## src/rtl/serial_tx_dbuf.sv

```systemverilog
module serial_tx_dbuf #(
  parameter int DW = 8
) (
  input  logic          clk,
  input  logic          rst_n,
  input  logic          wr_en,
  input  logic [DW-1:0] wr_data,
  input  logic          wr_mark,
  input  logic          cfg_len7,
  input  logic          cfg_par_en,
  input  logic          cfg_par_odd,
  input  logic          cfg_mark_en,
  input  logic          cfg_stop2,
  input  logic          ie_empty,
  input  logic          ie_end,
  input  logic          baud_tick,
  output logic          txd,
  output logic          empty_flag,
  output logic          end_flag,
  output logic          irq_empty,
  output logic          irq_end
);
  localparam int CW = $clog2(DW);

  typedef enum logic [2:0] {S_IDLE, S_START, S_DATA, S_XBIT, S_STOP} st_t;

  st_t           st_q;
  logic [DW-1:0] hold_q, sh_q;
  logic [CW-1:0] cnt_q;
  logic          hold_mark_q, xbit_q, empty_q, end_q, chain_q, stop_cnt_q;
  logic          irq_e_q, irq_t_q;

  wire [CW-1:0] last    = cfg_len7 ? CW'(DW - 2) : CW'(DW - 1);
  wire          has_x   = cfg_par_en | cfg_mark_en;
  wire [DW-1:0] pmask   = cfg_len7 ? {1'b0, {(DW-1){1'b1}}} : {DW{1'b1}};
  wire          par_bit = (^(hold_q & pmask)) ^ cfg_par_odd;
  wire          to_stop = baud_tick &&
                          ((st_q == S_DATA && cnt_q == last && !has_x) || st_q == S_XBIT);
  wire          load    = !empty_q && ((baud_tick && st_q == S_IDLE) || to_stop);

  always_ff @(posedge clk or negedge rst_n) begin
    if (!rst_n) begin
      st_q        <= S_IDLE;
      hold_q      <= '0;
      sh_q        <= '0;
      cnt_q       <= '0;
      hold_mark_q <= 1'b0;
      xbit_q      <= 1'b0;
      empty_q     <= 1'b1;
      end_q       <= 1'b1;
      chain_q     <= 1'b0;
      stop_cnt_q  <= 1'b0;
      irq_e_q     <= 1'b0;
      irq_t_q     <= 1'b0;
    end else begin
      irq_e_q <= load & ie_empty;
      irq_t_q <= to_stop & empty_q & ie_end;
      if (baud_tick) begin
        case (st_q)
          S_IDLE:  if (!empty_q) st_q <= S_START;
          S_START: begin st_q <= S_DATA; cnt_q <= '0; end
          S_DATA:
            if (cnt_q == last) st_q <= has_x ? S_XBIT : S_STOP;
            else begin
              cnt_q <= cnt_q + 1'b1;
              sh_q  <= sh_q >> 1;
            end
          S_XBIT:  st_q <= S_STOP;
          S_STOP:
            if (cfg_stop2 && !stop_cnt_q) stop_cnt_q <= 1'b1;
            else st_q <= chain_q ? S_START : S_IDLE;
          default: st_q <= S_IDLE;
        endcase
      end
      if (to_stop) begin
        stop_cnt_q <= 1'b0;
        chain_q    <= !empty_q;
        if (empty_q) end_q <= 1'b1;
      end
      if (load) begin
        sh_q    <= hold_q;
        xbit_q  <= cfg_mark_en ? hold_mark_q : par_bit;
        empty_q <= 1'b1;
      end
      if (wr_en) begin
        hold_q      <= wr_data;
        hold_mark_q <= wr_mark;
        empty_q     <= 1'b0;
        end_q       <= 1'b0;
      end
    end
  end

  always_comb begin
    case (st_q)
      S_START: txd = 1'b0;
      S_DATA:  txd = sh_q[0];
      S_XBIT:  txd = xbit_q;
      default: txd = 1'b1;
    endcase
  end

  assign empty_flag = empty_q;
  assign end_flag   = end_q;
  assign irq_empty  = irq_e_q;
  assign irq_end    = irq_t_q;

  p_txd_on_tick_r10: assert property (@(posedge clk) disable iff (!rst_n)
    !$stable(txd) |-> $past(baud_tick));
  p_wr_clears_r2: assert property (@(posedge clk) disable iff (!rst_n)
    wr_en |=> (!empty_flag && !end_flag));
  p_end_mark_r9: assert property (@(posedge clk) disable iff (!rst_n)
    end_flag |-> txd);
  p_irq_end_en_r9: assert property (@(posedge clk) disable iff (!rst_n)
    $rose(end_flag) |-> (irq_end == $past(ie_end)));
  p_irq_empty_en_r3: assert property (@(posedge clk) disable iff (!rst_n)
    irq_empty |-> $past(ie_empty));
endmodule

```

## config.mk

```make
export PLATFORM = sky130hd
export DESIGN_NAME = serial_tx_dbuf
export DESIGN_NICKNAME = d
export VERILOG_FILES = /design/src/rtl/serial_tx_dbuf.sv
export SDC_FILE = /design/constraint.sdc
export NUM_CORES = 1
export LEC_CHECK = 0
export CELL_PAD_IN_SITES_DETAIL_PLACEMENT = 1
export CELL_PAD_IN_SITES_GLOBAL_PLACEMENT = 1
export CORE_UTILIZATION = 34
export CTS_CLUSTER_SIZE = 40
export DETAILED_ROUTE_END_ITERATION = 8
export PLACE_DENSITY_LB_ADDON = 0.08
export SYNTH_ARGS = -nofsm -noshare
export SYNTH_HDL_FRONTEND = slang
export SYNTH_SLANG_ARGS = --single-unit
```

## constraint.sdc

```tcl
create_clock -name clk -period 2.8 [get_ports clk]
set_input_delay 0.56 -clock clk [delete_from_list [all_inputs] [get_ports clk]]
set_output_delay 0.56 -clock clk [all_outputs]
set_load 0.01 [all_outputs]
```

# [Word-level counts from Yosys, hierarchy flattened]
# Cells that the tools add are included.
[classes] n_addsub=1 eq_ne=10 mux=25 bitwise=6 reduce_logical=27
[ops] operator="8-bit two-way mux" n=5
[ops] operator="2-bit nonzero test" n=9
[ops] operator="3-bit two-way mux" n=5
[ops] operator="3-bit case mux with 5 select lines" n=1
[ops] operator="1-bit two-way mux" n=12
[ops] operator="3-bit AND reduction" n=3
[ops] operator="8-bit bitwise AND" n=1
[ops] operator="2-bit inequality test, second input constant" n=4
[ops] operator="8-bit XOR reduction" n=1
[ops] operator="3-bit by 2-bit == test with 1-bit output, second input constant" n=2
[ops] operator="1-bit logical AND" n=6
[ops] operator="3-bit case mux with 2 select lines" n=1
[ops] operator="4-bit AND reduction" n=1
[ops] operator="3-bit by 1-bit adder with 3-bit output, second input constant" n=1
[ops] operator="1-bit bitwise AND" n=3
[ops] operator="3-bit by 1-bit == test with 1-bit output, second input constant" n=1
[ops] operator="3-bit == test" n=1
[ops] operator="3-bit == test, second input constant" n=1
[ops] operator="1-bit zero test" n=3
[ops] operator="3-bit zero test" n=1
[ops] operator="1-bit case mux with 3 select lines" n=1
[ops] operator="1-bit logical OR" n=2
[ops] operator="2-bit by 1-bit inequality test with 1-bit output, second input constant" n=1
[ops] operator="2-bit AND reduction" n=1
[ops] operator="other kinds (2)" n=2
[word_totals] reg_bits=30 inputBits=20 out_inout_bits=5 word_cells=81

# [Depth between registers and ports, before layout]
[depth] depth_word=10 ltp_mapped=7 depth_no_buf=5

# [Worst setup path before layout]
# No wires, ideal clock.
[synth_timing] kind="input to register" from="input port baud_tick" to="register sh_q[0]" setup_ns=0.124 arrival_time_ns=1.710 required_ns=2.676 slack_ns=0.966 cell_stages=7 n_path_buf=2 cell_sequence="buf_2 nor2b_1 o21ai_0 or3_4 buf_2 o22ai_1 a21oi_2"
[synth_via] elab_chain_len=5 elab_cells_between_ends=9 classes_between="eq/ne (1); mux (1); reduce/logical (7)"
[synth_lines] element="start: declaration" line="16" source="input logic baud_tick,"
[synth_lines] element="1-bit logical AND (on tied branches)" line="39, 37"
[synth_lines] element="1-bit logical OR" line="39" source="wire load = !empty_q && ((baud_tick && st_q == S_IDLE) || to_stop);"
[synth_lines] element="1-bit logical AND" line="39"
[synth_lines] element="2-bit inequality test (no source line) / 2-bit nonzero test (equally long branches)"
[synth_lines] element="3-bit AND reduction (no source line)"
[synth_lines] element="end signal: assignment" line="66" source="sh_q <= sh_q >> 1;"
[synth_lines] element="end signal: assignment" line="81" source="sh_q <= hold_q;"
[synth_lines] element="end: declaration" line="28" source="logic [DW-1:0] hold_q, sh_q;"
# Parallel ways exist; a longest one is shown, timed or not.
# A chain may end at the register's enable or synchronous reset.

# [Final worst setup path]
[layout_timing] from="register st_q[1]" to="output port txd"
[layout_via] elab_chain_len=2 elab_cells_between_ends=4 classes_between="eq/ne (3); mux (1)"
[layout_lines] element="start: declaration" line="27" source="st_t st_q;"
[layout_lines] element="start signal: assignment" line="63" source="if (cnt_q == last) st_q <= has_x ? S_XBIT : S_STOP;"
[layout_lines] element="start signal: assignment" line="71" source="else st_q <= chain_q ? S_START : S_IDLE;"
[layout_lines] element="3-bit by 2-bit == test with 1-bit output / 3-bit by 1-bit == test with 1-bit output (equally long branches)" line="95" source="case (st_q)"
[layout_lines] element="1-bit case mux with 3 select lines (*)" line="95"
[layout_lines] element="end: declaration" line="17" source="output logic txd,"
# Every way passes the cells marked *; elsewhere a longest branch is shown, timed or not.

==> results.sh <==
export IMPL_cts_hold_buffers=0
export IMPL_min_path_cells=1
export IMPL_yosys_area_top_type="dfrtp_1"
export IMPL_slew_headroom_pct=66.7
export IMPL_antenna_found_initial=0
export IMPL_hold_viol=0
export IMPL_switching_power_uw=633
export IMPL_synth_edff_count=0
export IMPL_start_kind="flop"
export IMPL_insertedDiodeCount=0
export IMPL_yosysSeqAreaShare_pct=51.4
export IMPL_worstReg2RegEnd="sh_q[6]"
export IMPL_grt_use_total_pct=17.4
export IMPL_peakVddDrop_v=0.000389
export IMPL_portBuffers=24
export IMPL_synth_top_area_share_pct=47.8
export IMPL_synthCells=138
export IMPL_tightest_slew_ns=0.498
export IMPL_synthFlopType="dfrtp_1"
export IMPL_chipWidth_um=67.6
export IMPL_p_int_uw=1140
export IMPL_r2r_start="st_q[1]"
export IMPL_hold_class="flop to flop"
export IMPL_grt_pass1_vias=1186
export IMPL_drt_iter0_markers=36
export IMPL_setup_violations=0
export IMPL_drt_first_pass_iters=4
export IMPL_synth_seq_cells=30
export IMPL_gp_congestion=0.799
export IMPL_pwr_share_seq_pct=40.0
export IMPL_cts_sinks=30
export IMPL_syn_nets=159
export IMPL_max_clock_freq_mhz=432
export IMPL_wl_per_cell_um=15.1
export IMPL_p_comb_share_pct=35.9
export IMPL_synthDistinctLibCells=38
export IMPL_ant_nets=0
export IMPL_crit_path_end_kind="output port"
export IMPL_drv_slew=0
export IMPL_viasPerCell=5.04
export IMPL_hpwl_um=2450
export IMPL_clk_pin_slew_ns=0.07
export IMPL_netlist_area_um2=1470
export IMPL_cts_buffer_depth=2
export IMPL_power_frac_clock_pct=24.1
export IMPL_status="completed"
export IMPL_crit_arrival_ns=1.75
export IMPL_p_leak_uw=0.000833
export IMPL_fin_nets=187
export IMPL_reg2reg_slack_ns=0.93
export IMPL_placementRows=23
export IMPL_post_cts_buffers=0
export IMPL_max_cap_violations=0
export IMPL_cts_tree="built"
export IMPL_path_max_fanout=8
export IMPL_clock_latency_ns=0.28
export IMPL_io_pins=25
export IMPL_yosysMostFrequentCell="dfrtp_1"
export IMPL_cts_htree_levels=2
export IMPL_swShare_pct=35.7
export IMPL_yosysWarnings=0
export IMPL_tns_ns=0
export IMPL_grt_max_degree=31
export IMPL_total_power_uw=1770
export IMPL_holdPathEnd="stop_cnt_q"
export IMPL_rsz0062_at_grt="false"
export IMPL_drc_errors=0
export IMPL_die_height_um=67.6
export IMPL_fill_cells=460
export IMPL_grt_ovfl_total=0
export IMPL_reg2regPathDepth=5
export IMPL_worstSetupPathType="flop to output port"
export IMPL_grt_pass1_wl_um=5660
export IMPL_synth_common_cells="28 x dfrtp_1, 12 x inv_1, 10 x nor2_1, 9 x nand2_1, 9 x o22ai_1"
export IMPL_required_ns=2.24
export IMPL_drive_gt1_share_pct=19.8
export IMPL_ys_top_cells_by_area="dfrtp_1 48%, mux2_2 6.1%, a21oi_2 4.2%"
export IMPL_min_delay_start="stop_cnt_q"
export IMPL_cts_root_buf="clkbuf_8"
export IMPL_powerDensity_nw_per_um2=950
export IMPL_min_period_ns=2.31
export IMPL_drt_wl_total_um=3290
export IMPL_ys_async_sr_fraction_pct=100
export IMPL_finalCritPeriodShare_pct=82.7
export IMPL_fp_coreArea_um2=4060
export IMPL_cts_buffers=5
export IMPL_dieArea_um2=4580
export IMPL_initial_core_util_pct=36.1
export IMPL_postSynthAreaPerCell_um2=10.6
export IMPL_vias=1093
export IMPL_cts_resized=0
export IMPL_area_growth_pct=27.3
export IMPL_finClkSkew_ns=0.00608
==> state kept, by name, indices dropped and copies added, names as in the netlist, 3 cells and up <==
signal / cells
cnt_q: 3
hold_q: 8
st_q: 3
sh_q: 8
==> critical path, cell delays in order (launching register included) <==
cell and delay [ns]:
dfrtp_1 0.50, nand2b_1 0.21, o21ai_0 0.22, nand2b_1 0.07, clkdlybuf4s50_1 0.47
==> power groups by stage <==
stage	logic [uW]	registers [uW]	clock network, uW
2_1_floorplan	507	660	0
3_3_place_gp	615	709	0
3_5_place_dp	646	715	0
4_1_cts	651	707	443
5_1_grt	715	731	467
6_report	636	709	427
==> final cells by class <==
cell class                 count  area, um^2  share of cell area [%]
sequential                    30         753                    40.4
clock buffer                   5        68.8                    3.69
multi-input combinational     89         629                    33.7
timing repair buffer          27         263                    14.1
tap                           50        62.6                    3.35
clock inverter                 3        40.0                    2.15
inverter                      13        48.8                    2.62
==> logic make-up after synthesis <==
group | after synthesis | share of synthesized area [%]
AOI/OAI and AO/OA | 35 | 15.9
xor gates and xnor gates | 8 | 6.23
adders and majority gates | 1 | 0.854
buffers and inverters | 19 | 5.63
DFF | 30 | 51.4
muxes | 11 | 8.28
and+or+nand+nor | 34 | 11.7
==> cell usage in the layout, fill, tap and decap left out, types with 2 or more instances in the layout <==
| master | Yosys | routed |
|---|---|---|
| a21oi_1 | 5 | 5 |
| a21oi_2 | 7 | 7 |
| buf_4 | 0 | 3 |
| clkbuf_8 | 0 | 5 |
| clkdlybuf4s50_1 | 0 | 24 |
| clkinv_2 | 0 | 2 |
| dfrtp_1 | 28 | 28 |
| dfstp_2 | 2 | 2 |
| inv_1 | 12 | 12 |
| mux2_2 | 8 | 8 |
| mux2i_1 | 2 | 2 |
| nand2_1 | 9 | 9 |
| nand2b_1 | 2 | 2 |
| nand3_1 | 3 | 3 |
| nand4_1 | 2 | 2 |
| nor2_1 | 10 | 10 |
| o21ai_0 | 7 | 7 |
| o21ai_1 | 3 | 3 |
| o22ai_1 | 9 | 9 |
| xnor2_1 | 4 | 4 |
| xor2_1 | 2 | 2 |
==> how the worst max path moves through the flow <==
stage              start       to  slack [ns]
2_1_floorplan  baud_tick  sh_q[0]        0.97
3_3_place_gp    cfg_len7   xbit_q        0.41
3_5_place_dp    cfg_len7   xbit_q        0.37
4_1_cts          st_q[1]      txd        0.48
5_1_grt          st_q[1]      txd        0.36
6_report         st_q[1]      txd        0.49
==> metrics by stage <==
stage,setup slack [ns],std cells,hold slack (ns),util (%),area [um^2]
final,0.486,217,0.497,46.0,1870
after global routing,0.358,217,0.537,46.0,1870
after CTS,0.480,217,0.500,46.0,1870
after detailed placement,0.366,209,0.484,43.3,1760
after global placement,0.412,209,0.484,43.3,1760
after floorplan,0.966,138,0.264,-,1470
==> metal layers <==
layer  up-vias  GRT usage, %  routed length, um
met3         4          5.07                110
met1       543          19.7               1400
met4         0          7.18                 33
met5         -             0                  0
li1        529             -                  -
met2        17          30.1               1750
No activity file was read; power rests on OpenSTA's default activity.
